==> src/rtl/msr_pkg.sv <==
package msr_pkg;
  localparam int LEN_W = 11;

  typedef enum logic [2:0] {
    ST_IDLE,
    ST_SETTLE,
    ST_SCAN,
    ST_IDRD,
    ST_WDAM,
    ST_DATA
  } seq_st_t;

  typedef enum logic [1:0] {
    MK_BYTE = 2'b00,
    MK_ID   = 2'b01,
    MK_DATA = 2'b10,
    MK_RSVD = 2'b11
  } mark_t;

  typedef struct packed {
    logic [7:0] cyl;
    logic [7:0] head;
    logic [7:0] sec;
    logic [7:0] size;
  } chrn_t;

  function automatic logic [LEN_W-1:0] rec_len(input logic [7:0] n);
    logic [1:0] s;
    s = (n > 8'd3) ? 2'd3 : n[1:0];
    return 11'd128 << s;
  endfunction
endpackage

==> src/rtl/settle_timer.sv <==
module settle_timer #(
  parameter int CW = 4
) (
  input  logic          clk,
  input  logic          rst_n,
  input  logic          load,
  input  logic [CW-1:0] val,
  input  logic          tick,
  output logic          zero
);
  logic [CW-1:0] cnt_q, cnt_d;

  always_comb begin
    cnt_d = cnt_q;
    if (load)
      cnt_d = val;
    else if (tick && (cnt_q != '0))
      cnt_d = cnt_q - 1'b1;
  end

  always_ff @(posedge clk or negedge rst_n) begin
    if (!rst_n) cnt_q <= '0;
    else        cnt_q <= cnt_d;
  end

  assign zero = (cnt_q == '0);

  // the settle count only moves on a tick or a load
  a_r2_count_holds: assert property (@(posedge clk) disable iff (!rst_n)
    (!load && !tick) |=> $stable(cnt_q));
endmodule

==> src/rtl/id_matcher.sv <==
module id_matcher
  import msr_pkg::*;
(
  input  logic       clk,
  input  logic       rst_n,
  input  logic       clr,
  input  logic       byte_vld,
  input  logic [7:0] byte_i,
  input  chrn_t      want,
  output logic       hit,
  output logic       miss
);
  logic        act_q, act_d;
  logic [1:0]  idx_q, idx_d;
  logic [23:0] sh_q, sh_d;
  logic        hit_q, hit_d, miss_q, miss_d;

  always_comb begin
    act_d  = act_q;
    idx_d  = idx_q;
    sh_d   = sh_q;
    hit_d  = 1'b0;
    miss_d = 1'b0;
    if (clr) begin
      act_d = 1'b1;
      idx_d = 2'd0;
    end else if (act_q && byte_vld) begin
      if (idx_q == 2'd3) begin
        act_d = 1'b0;
        if ({sh_q, byte_i} == want) hit_d  = 1'b1;
        else                        miss_d = 1'b1;
      end else begin
        sh_d  = {sh_q[15:0], byte_i};
        idx_d = idx_q + 2'd1;
      end
    end
  end

  always_ff @(posedge clk or negedge rst_n) begin
    if (!rst_n) begin
      act_q  <= 1'b0;
      idx_q  <= 2'd0;
      sh_q   <= '0;
      hit_q  <= 1'b0;
      miss_q <= 1'b0;
    end else begin
      act_q  <= act_d;
      idx_q  <= idx_d;
      sh_q   <= sh_d;
      hit_q  <= hit_d;
      miss_q <= miss_d;
    end
  end

  assign hit  = hit_q;
  assign miss = miss_q;

  // one verdict per ID field, never both
  a_r3_one_verdict: assert property (@(posedge clk) disable iff (!rst_n)
    !(hit && miss));
  // a verdict follows the fourth ID byte
  a_r9_verdict_after_byte: assert property (@(posedge clk) disable iff (!rst_n)
    (hit || miss) |-> $past(byte_vld));
endmodule

==> src/rtl/data_mover.sv <==
module data_mover
  import msr_pkg::*;
(
  input  logic             clk,
  input  logic             rst_n,
  input  logic             go,
  input  logic [LEN_W-1:0] len,
  input  logic             byte_vld,
  input  logic [7:0]       byte_i,
  input  logic             dma_ack_n,
  input  logic             tc,
  output logic             dma_req,
  output logic [7:0]       dma_data,
  output logic             end_p,
  output logic             end_tc
);
  logic             act_q, act_d;
  logic             req_q, req_d;
  logic [7:0]       dat_q, dat_d;
  logic [LEN_W-1:0] cnt_q, cnt_d;
  logic             end_q, end_d;
  logic             etc_q, etc_d;
  logic             ack;

  assign ack = req_q && !dma_ack_n;

  always_comb begin
    act_d = act_q;
    req_d = req_q;
    dat_d = dat_q;
    cnt_d = cnt_q;
    end_d = 1'b0;
    etc_d = etc_q;
    if (go) begin
      act_d = 1'b1;
      req_d = 1'b0;
      cnt_d = '0;
      etc_d = 1'b0;
    end else if (act_q) begin
      if (ack) begin
        req_d = 1'b0;
        cnt_d = cnt_q + 1'b1;
        if (tc || (cnt_q == len - 1'b1)) begin
          act_d = 1'b0;
          end_d = 1'b1;
          etc_d = tc;
        end
      end
      if (byte_vld && act_d && (!req_q || ack)) begin
        req_d = 1'b1;
        dat_d = byte_i;
      end
    end
  end

  always_ff @(posedge clk or negedge rst_n) begin
    if (!rst_n) begin
      act_q <= 1'b0;
      req_q <= 1'b0;
      dat_q <= '0;
      cnt_q <= '0;
      end_q <= 1'b0;
      etc_q <= 1'b0;
    end else begin
      act_q <= act_d;
      req_q <= req_d;
      dat_q <= dat_d;
      cnt_q <= cnt_d;
      end_q <= end_d;
      etc_q <= etc_d;
    end
  end

  assign dma_req  = req_q;
  assign dma_data = dat_q;
  assign end_p    = end_q;
  assign end_tc   = etc_q;

  // an unanswered request stays up with its byte unchanged
  a_r6_req_held: assert property (@(posedge clk) disable iff (!rst_n)
    (dma_req && dma_ack_n) |=> (dma_req && $stable(dma_data)));
  // the byte count never reaches the record length while active
  a_r1_count_bound: assert property (@(posedge clk) disable iff (!rst_n)
    act_q |-> (cnt_q < len));
endmodule

==> src/rtl/msr_read_seq.sv <==
module msr_read_seq
  import msr_pkg::*;
#(
  parameter int SETTLE_W    = 4,
  parameter int SYNC_STAGES = 2
) (
  input  logic                clk,
  input  logic                rst_n,
  input  logic                tick_ms,
  input  logic                start,
  input  logic [7:0]          req_cyl,
  input  logic [7:0]          req_head,
  input  logic [7:0]          req_sec,
  input  logic [7:0]          req_size,
  input  logic [7:0]          req_eot,
  input  logic [SETTLE_W-1:0] settle_ms,
  input  logic                rx_valid,
  input  logic [1:0]          rx_mark,
  input  logic [7:0]          rx_byte,
  output logic                dma_req,
  input  logic                dma_ack_n,
  output logic [7:0]          dma_data,
  input  logic                tc,
  output logic                head_load,
  output logic                done,
  output logic [7:0]          res_cyl,
  output logic [7:0]          res_head,
  output logic [7:0]          res_sec,
  output logic [7:0]          res_size
);
  // reset: asserted asynchronously, released on the clock
  logic [SYNC_STAGES-1:0] rs_q;
  logic                   rst_ns;

  always_ff @(posedge clk or negedge rst_n) begin
    if (!rst_n) rs_q <= '0;
    else        rs_q <= {rs_q[SYNC_STAGES-2:0], 1'b1};
  end
  assign rst_ns = rs_q[SYNC_STAGES-1];

  seq_st_t st_q, st_d;
  chrn_t   cmd_q, cmd_d;
  chrn_t   res_q, res_d;
  logic [7:0] eot_q, eot_d;
  logic    hl_q, hl_d;
  logic    done_q, done_d;
  logic    tmr_ld, tmr_zero;
  logic    id_clr, id_hit, id_miss;
  logic    mv_go, mv_end, mv_tc;
  logic    is_id, is_dam, is_byte;

  assign is_id   = rx_valid && (rx_mark == MK_ID);
  assign is_dam  = rx_valid && (rx_mark == MK_DATA);
  assign is_byte = rx_valid && (rx_mark == MK_BYTE);

  settle_timer #(.CW(SETTLE_W)) u_tmr (
    .clk   (clk),
    .rst_n (rst_ns),
    .load  (tmr_ld),
    .val   (settle_ms),
    .tick  (tick_ms),
    .zero  (tmr_zero)
  );

  id_matcher u_idm (
    .clk      (clk),
    .rst_n    (rst_ns),
    .clr      (id_clr),
    .byte_vld (is_byte && (st_q == ST_IDRD)),
    .byte_i   (rx_byte),
    .want     (cmd_q),
    .hit      (id_hit),
    .miss     (id_miss)
  );

  data_mover u_mv (
    .clk       (clk),
    .rst_n     (rst_ns),
    .go        (mv_go),
    .len       (rec_len(cmd_q.size)),
    .byte_vld  (is_byte && (st_q == ST_DATA)),
    .byte_i    (rx_byte),
    .dma_ack_n (dma_ack_n),
    .tc        (tc),
    .dma_req   (dma_req),
    .dma_data  (dma_data),
    .end_p     (mv_end),
    .end_tc    (mv_tc)
  );

  always_comb begin
    st_d   = st_q;
    cmd_d  = cmd_q;
    eot_d  = eot_q;
    res_d  = res_q;
    hl_d   = hl_q;
    done_d = 1'b0;
    tmr_ld = 1'b0;
    id_clr = 1'b0;
    mv_go  = 1'b0;
    case (st_q)
      ST_IDLE: begin
        if (start) begin
          cmd_d = '{cyl: req_cyl, head: req_head, sec: req_sec, size: req_size};
          eot_d = req_eot;
          if (!hl_q) begin
            hl_d   = 1'b1;
            tmr_ld = 1'b1;
            st_d   = ST_SETTLE;
          end else begin
            st_d = ST_SCAN;
          end
        end
      end
      ST_SETTLE: if (tmr_zero) st_d = ST_SCAN;
      ST_SCAN: begin
        if (is_id) begin
          id_clr = 1'b1;
          st_d   = ST_IDRD;
        end
      end
      ST_IDRD: begin
        if (id_hit)       st_d = ST_WDAM;
        else if (id_miss) st_d = ST_SCAN;
      end
      ST_WDAM: begin
        if (is_id) begin
          id_clr = 1'b1;
          st_d   = ST_IDRD;
        end else if (is_dam) begin
          mv_go = 1'b1;
          st_d  = ST_DATA;
        end
      end
      ST_DATA: begin
        if (mv_end) begin
          if (mv_tc || (cmd_q.sec == eot_q)) begin
            st_d   = ST_IDLE;
            done_d = 1'b1;
            res_d  = cmd_q;
          end else begin
            cmd_d.sec = cmd_q.sec + 8'd1;
            st_d      = ST_SCAN;
          end
        end
      end
      default: st_d = ST_IDLE;
    endcase
  end

  always_ff @(posedge clk or negedge rst_ns) begin
    if (!rst_ns) begin
      st_q   <= ST_IDLE;
      cmd_q  <= '0;
      eot_q  <= '0;
      res_q  <= '0;
      hl_q   <= 1'b0;
      done_q <= 1'b0;
    end else begin
      st_q   <= st_d;
      cmd_q  <= cmd_d;
      eot_q  <= eot_d;
      res_q  <= res_d;
      hl_q   <= hl_d;
      done_q <= done_d;
    end
  end

  assign head_load = hl_q;
  assign done      = done_q;
  assign res_cyl   = res_q.cyl;
  assign res_head  = res_q.head;
  assign res_sec   = res_q.sec;
  assign res_size  = res_q.size;

  // no request outside a matched data field
  a_r3_req_in_data: assert property (@(posedge clk) disable iff (!rst_ns)
    (st_q != ST_DATA) |-> !dma_req);
  // settle wait only with the head loaded
  a_r2_settle_loaded: assert property (@(posedge clk) disable iff (!rst_ns)
    (st_q == ST_SETTLE) |-> head_load);
  // returning to the search advances the sector by one
  a_r4_sector_step: assert property (@(posedge clk) disable iff (!rst_ns)
    (st_q == ST_SCAN && $past(st_q) == ST_DATA) |-> (cmd_q.sec == $past(cmd_q.sec) + 8'd1));
  // a normal end reports the final sector
  a_r5_eot_report: assert property (@(posedge clk) disable iff (!rst_ns)
    (done && !$past(mv_tc)) |-> (res_sec == eot_q));
  // done lasts one cycle
  a_r8_done_single: assert property (@(posedge clk) disable iff (!rst_ns)
    done |=> !done);
endmodule

==> config.mk <==
export PLATFORM = sky130hd
export DESIGN_NAME = msr_read_seq
export DESIGN_NICKNAME = d
export VERILOG_FILES = /design/src/rtl/msr_pkg.sv /design/src/rtl/settle_timer.sv /design/src/rtl/id_matcher.sv /design/src/rtl/data_mover.sv /design/src/rtl/msr_read_seq.sv
export SDC_FILE = /design/constraint.sdc
export NUM_CORES = 1
export LEC_CHECK = 0
export CORE_MARGIN = 1.5
export CORE_UTILIZATION = 53
export CTS_CLUSTER_DIAMETER = 30
export CTS_CLUSTER_SIZE = 16
export DETAILED_ROUTE_END_ITERATION = 7
export MAX_ROUTING_LAYER = met4
export PLACE_DENSITY = 0.79
export SYNTH_ARGS = -nofsm -noshare
export SYNTH_HDL_FRONTEND = slang
export SYNTH_SLANG_ARGS = --single-unit
==> constraint.sdc <==
create_clock -name clk -period 5.12 [get_ports clk]
set_clock_uncertainty 0.2 [all_clocks]
set_input_delay 0.512 -clock clk [delete_from_list [all_inputs] [get_ports clk]]
set_output_delay 0.512 -clock clk [all_outputs]
set_load 0.01 [all_outputs]
Yosys cells after proc, flatten, opt, wreduce, memory -nomap -nowiden. Index checks and enable logic that the tools add are counted.

Multiplexer cells: 64. $lt $le $gt $ge: 1. Bitwise operators: 3. Add/subtract/negate cells: 5. Eq/ne operators: 19. Reductions and logical operators: 39. Shift operators: 1.

Operators by type and width (number): $mux 1 (40); $mux 11 (3); $eq 32x32->1 (1); $mux 3 (8); $pmux 3 s6 (1); $mux 16 (1); $mux 8 (2); $pmux 8 s2 (1); $reduce_bool 2->1 (7); $mux 2 (6); $reduce_and 3->1 (4); $add 11x1->11 const B (1); $eq 11x11->1 (1); $shl 8x2->11 const A (1); $sub 11x1->11 const B (1); $logic_and 1x1->1 (10); $ne 2x2->1 const B (5); $reduce_and 2->1 (5); $add 8x1->8 const B (1); $eq 8x8->1 (1); $gt 8x2->1 const B (1); $mux 4 (2); $eq 3x2->1 const B (2); $eq 3x3->1 const B (2); 19 further kinds (25).

Output and inout port bits: 43. Register bits after elaboration: 135. Word-level logic and storage cells: 157.

Logic depth before layout (Yosys ltp).
Depth in word-level cells: 15. Mapped depth: 8.

By module. Synthesis repeated with hierarchy kept, for this count alone.

Cell total of the unflattened synthesis: 546. Area total of the unflattened synthesis: 6652.6 um^2.

Modules (own cells, without submodules): msr_read_seq (seq. area each 1976.9 um^2, times used 1, cells each 266, area an instance 3513.4 um^2); id_matcher (seq. area each 725.7 um^2, times used 1, cells each 111, area an instance 1452.6 um^2); data_mover (seq. area each 575.6 um^2, times used 1, cells each 142, area an instance 1416.4 um^2); settle_timer (seq. area each 100.1 um^2, times used 1, cells each 27, area an instance 270.3 um^2).

Worst setup path after synthesis. No wires, ideal clock.

Kind: input to register. Start point: in rx_mark[0]. End point: reg u_idm.sh_q[6]. Cell stages on the path: 5. Slack: 2886 ps. Data arrival time: 1909 ps. Path through: nor3b_1 nand3_1 nor2_1 buf_2 mux2_2.

Word-level cells in the longest chain between the ends: 6.

RTL lines: from (decl) (RTL line msr_read_seq.sv:18) `input logic [1:0] rx_mark,`; $eq 2x1->1 (RTL line msr_read_seq.sv:52) `assign is_id = rx_valid && (rx_mark == MK_ID);`; $logic_and 1x1->1 (RTL line msr_read_seq.sv:52); $mux 1 (RTL line msr_read_seq.sv:117, msr_read_seq.sv:127); $mux 1; $not 1->1 (no source line); $reduce_and 3->1 (no source line) (*); to (signal assigned) (RTL line id_matcher.sv:43) `sh_q <= '0;`; to (signal assigned) (RTL line id_matcher.sv:49) `sh_q <= sh_d;`; to (decl) (RTL line id_matcher.sv:15) `logic [23:0] sh_q, sh_d;`.

Every way passes the cells marked *; elsewhere a longest branch is shown, timed or not. A chain may end at the register's enable or synchronous reset.

Final worst setup path.
Start point: in rx_valid. End point: reg u_idm.idx_q[0].

Word-level cells in the longest chain between the ends: 5.

RTL lines: from (decl) (RTL line msr_read_seq.sv:17) `input logic rx_valid,`; $logic_and 1x1->1 (on tied branches) (RTL line msr_read_seq.sv:52, msr_read_seq.sv:54); $mux 1 or $logic_and 1x1->1 (tied branches) (RTL line msr_read_seq.sv:117, msr_read_seq.sv:127, msr_read_seq.sv:69); $mux 1 or $logic_and 1x1->1 (tied branches); $ne 2x2->1 (no source line) or $reduce_bool 2->1 (tied branches); $reduce_and 2->1 (no source line); to (signal assigned) (RTL line id_matcher.sv:48) `idx_q <= idx_d;`; to (decl) (RTL line id_matcher.sv:14) `logic [1:0] idx_q, idx_d;`.

Parallel ways exist; a longest one is shown, timed or not.

==> results.md <==
### Synth
* **synth warn** 0
* **number of enable flip-flop cells after synthesis** 0
* **synthesized cell area** 6290 µm²
* **async set-reset flop share out of synthesis** 1.00
* **sequential fraction of the synthesis area** 0.537
* **synthesized instance count** 574
* **number of different library cells in the post-synthesis netlist** 57
* **number of register bits inferred by synthesis** 135
* **Primary FF master, synth** dfrtp_1
* **net count of the mapped netlist** 639
* **mean instance size in the synthesized netlist** 11.0 µm²

### Clock tree
* **Clock Pin Slew Worst Setup and Hold Paths** 0.06 ns
* **clock buffers created by TritonCTS** 17
* **post-cts hold buffer count** 0
* **CTS tree** yes
* **largest buffer count on any clock path** 2
* **CTS resizes** 0
* **clock latency on the worst-skew pair** 0.42 ns
* **root buffer cell** clkbuf_16
* **clock sink count** 135
* **H-tree depth** 4
* **setup bufs post-CTS** 0

### Power and ir drop
* **Leak** 3.74 nW
* **largest vdd supply drop** 244 µV
* **pwr dens** 453 nW/µm²

### Timing
* **Period Utilization, post-route** 0.591
* **unrepaired setup endpoints after global routing** false
* **count of endpoints failing setup in the final report** 0
* **Max Freq** 330 MHz
* **remaining max-slew budget at the tightest pin** 0.133
* **Tmin final** 3.03 ns
* **Worst Tran Pin Value** 1.30 ns
* **Final Slew Violations** 0
* **final hold violation count** 0
* **worst slack on hold paths** 0.0569 ns
* **setup TNS after final layout** 0 ns

### GRT
* **pin count of the biggest net entering global routing** 87
* **met3 usage** 0.0528
* **gr busiest metal** met2
* **global-route track usage on met1** 0.338
* **antenna violations before repair** 0
* **GR Util All Layers** 0.257
* **global route total overflow** 0
* **number of global-route vias before repair** 4,846
* **global-route wire length before repair** 24,300 µm
* **met2 track demand over resource in global routing** 0.395

### Worst setup path
* **logic depth of the worst path, buffers included** 6
* **cell with the largest stage delay on the worst path** nor2_2
* **depth of the worst register-to-register path** 5
* **terminus of the critical flop-to-flop path** u_idm.idx_q[0]
* **crit path launch type** input pin
* **launch point of the worst reg-to-reg path** st_q[1]
* **CP max FO** 27
* **Req. time, crit path** 5.21 ns
* **classification of the worst setup path** input pin to flip-flop
* **sum of buffers and inverters on the critical path** 1
* **Crit. End Element** flip-flop
* **cells along the critical path** clkdlybuf4s50_1, nor3b_1, nand3_1, nor2_2, nor2_1, mux2_2
* **critical path's top delay family** simple AND/OR/NAND/NOR gates
* **largest stage delay on the critical path** 1.00 ns
* **worst path arrival time** 3.12 ns
* **worst setup slack for register-to-register paths** 2.28 ns

### Cells and area
* **number of nets at the end of the flow** 736
* **area grow syn2layout** 27.2%
* **diodes inserted** 0
* **share of layout cells above drive strength 1** 0.158

### Worst hold path
* **worst min-delay path class** input pin to asynchronous set/reset pin

### Routing
* **remaining routing DRC violations** 17
* **Antenna Violating Nets Remaining** 0
* **detailed-route wire length per cell** 18.1 µm
* **via count** 4,684
* **number of design-rule violations left by the first detailed-router iteration** 301
* **routed wire length** 15,000 µm
* **ratio of routed vias to standard cells** 5.66
* **first-pass iteration count of the detailed router** 7

### Place
* **global placer's final weighted congestion** 0.862
* **number of port buffers** 103
* **half-perimeter wire length after placement** 9990 µm

### Floorplan
* **vertical die dimension** 112 µm
* **Top Ports** 104
* **die outline area** 12,500 µm²
* **standard-cell rows** 39
* **floorplan die width** 112 µm
* **starting utilization of the core area** 0.546
* **Core ar.** 11,500 µm²

### Outcome
* **outcome** finished with violations
* **failing checks** DRC

### Flow run
* **number of maximum-capacitance violations** 0

cell usage after synthesis (8+ instances only):
| library cell | instances | area share |
|---|---|---|
| a21oi_1 | 23 | 0.018 |
| a31oi_1 | 10 | 0.0099 |
| and3_1 | 9 | 0.0090 |
| clkbuf_1 | 18 | 0.011 |
| dfrtp_1 | 135 | 0.54 |
| mux2_2 | 53 | 0.095 |
| mux2_4 | 8 | 0.019 |
| nand2_1 | 112 | 0.067 |
| nor2_1 | 31 | 0.019 |
| nor4_1 | 12 | 0.012 |
| xnor2_1 | 8 | 0.011 |
| xor2_1 | 46 | 0.064 |
cells by family (layout without fill, tap and decap cells):
kind of cell,Yosys count,count (layout),share of synthesized area
other cells,1,1,0.000596
flops,135,135,0.537
mux,66,66,0.123
compound gates,68,68,0.0760
buf+inv,35,145,0.0241
fa+ha+maj,4,4,0.00796
simple gates,211,211,0.156
xor+xnor,54,54,0.0752
where the power goes:
group | switching [mW] | leakage [nW] | internal [mW]
logic | 0.332 | 1.70 | 0.387
registers | 0.363 | 1.76 | 1.33
clock network | 0.473 | 0.272 | 0.734
worst register-to-register path, delay by kind of cell, from the launching register on:
family | cells | cell delay, ns
mux | 1 | 0.34
flops | 1 | 0.63
simple gates | 4 | 1.55
area by class of cell:
type	count	area (µm²)
clock buffer	19	443
clock inverter	13	150
fill	799	3520
inverter	6	22.5
multi-input combinational	404	2760
sequential	135	3380
tap	143	179
timing repair buffer	107	1060
layout by cell type (no fill, tap or decap), drive strengths merged, types with 6 or more instances in the layout:
cell type,count
a31oi,10
inv,7
nand3,7
xor2,46
dfrtp,135
a21oi,24
nor4,13
and3,9
xnor2,8
nand4,7
clkbuf,19
mux2,65
clkdlybuf4s50,103
nor2,32
o21ai,7
nand2,112
nor3,6
metal layers:
metal / wire length, µm / vias to the layer above
li1: - / 2170
met1: 6790 / 2319
met2: 7100 / 176
met3: 812 / 19
met4: 281 / 0
met5: 0 / -
registers in the layout, indices dropped and copies added (netlist names):
register,cells
cmd_q,32
u_idm.sh_q,24
u_mv.cnt_q,11
eot_q,8
res_cyl,8
res_head,8
res_sec,8
res_size,8
u_mv.dma_data,8
u_tmr.cnt_q,4
st_q,3
rs_q,2
u_idm.idx_q,2
done,1
head_load,1
u_idm.act_q,1
u_idm.hit,1
u_idm.miss,1
u_mv.act_q,1
u_mv.dma_req,1
u_mv.end_p,1
u_mv.end_tc,1
per-stage QoR:
stage          utilization  setup slack, ns  std cells  power, mW  cell area, µm²
3_5_place_dp         0.643             1.75        795       2.40            7410
6_report             0.695             2.09        827       3.62            8000
5_1_grt              0.695             1.90        827       3.80            8000
3_3_place_gp         0.643             1.88        795       2.34            7410
4_1_cts              0.695             2.15        827       3.63            8000
2_1_floorplan            -            0.880        574       2.13            6290
how the worst max path moves through the flow:
stage                  start             end  slack (ns)
detailed placement  rx_valid  u_idm.idx_q[0]        1.75
global placement    rx_valid  u_idm.sh_q[13]        1.88
global route        rx_valid  u_idm.idx_q[0]        1.90
finish              rx_valid  u_idm.idx_q[0]        2.09
floorplan            rs_q[1]        cmd_q[0]        0.88
CTS                 rx_valid  u_idm.idx_q[0]        2.15
Note: power is estimated with default switching activity, not from simulation.
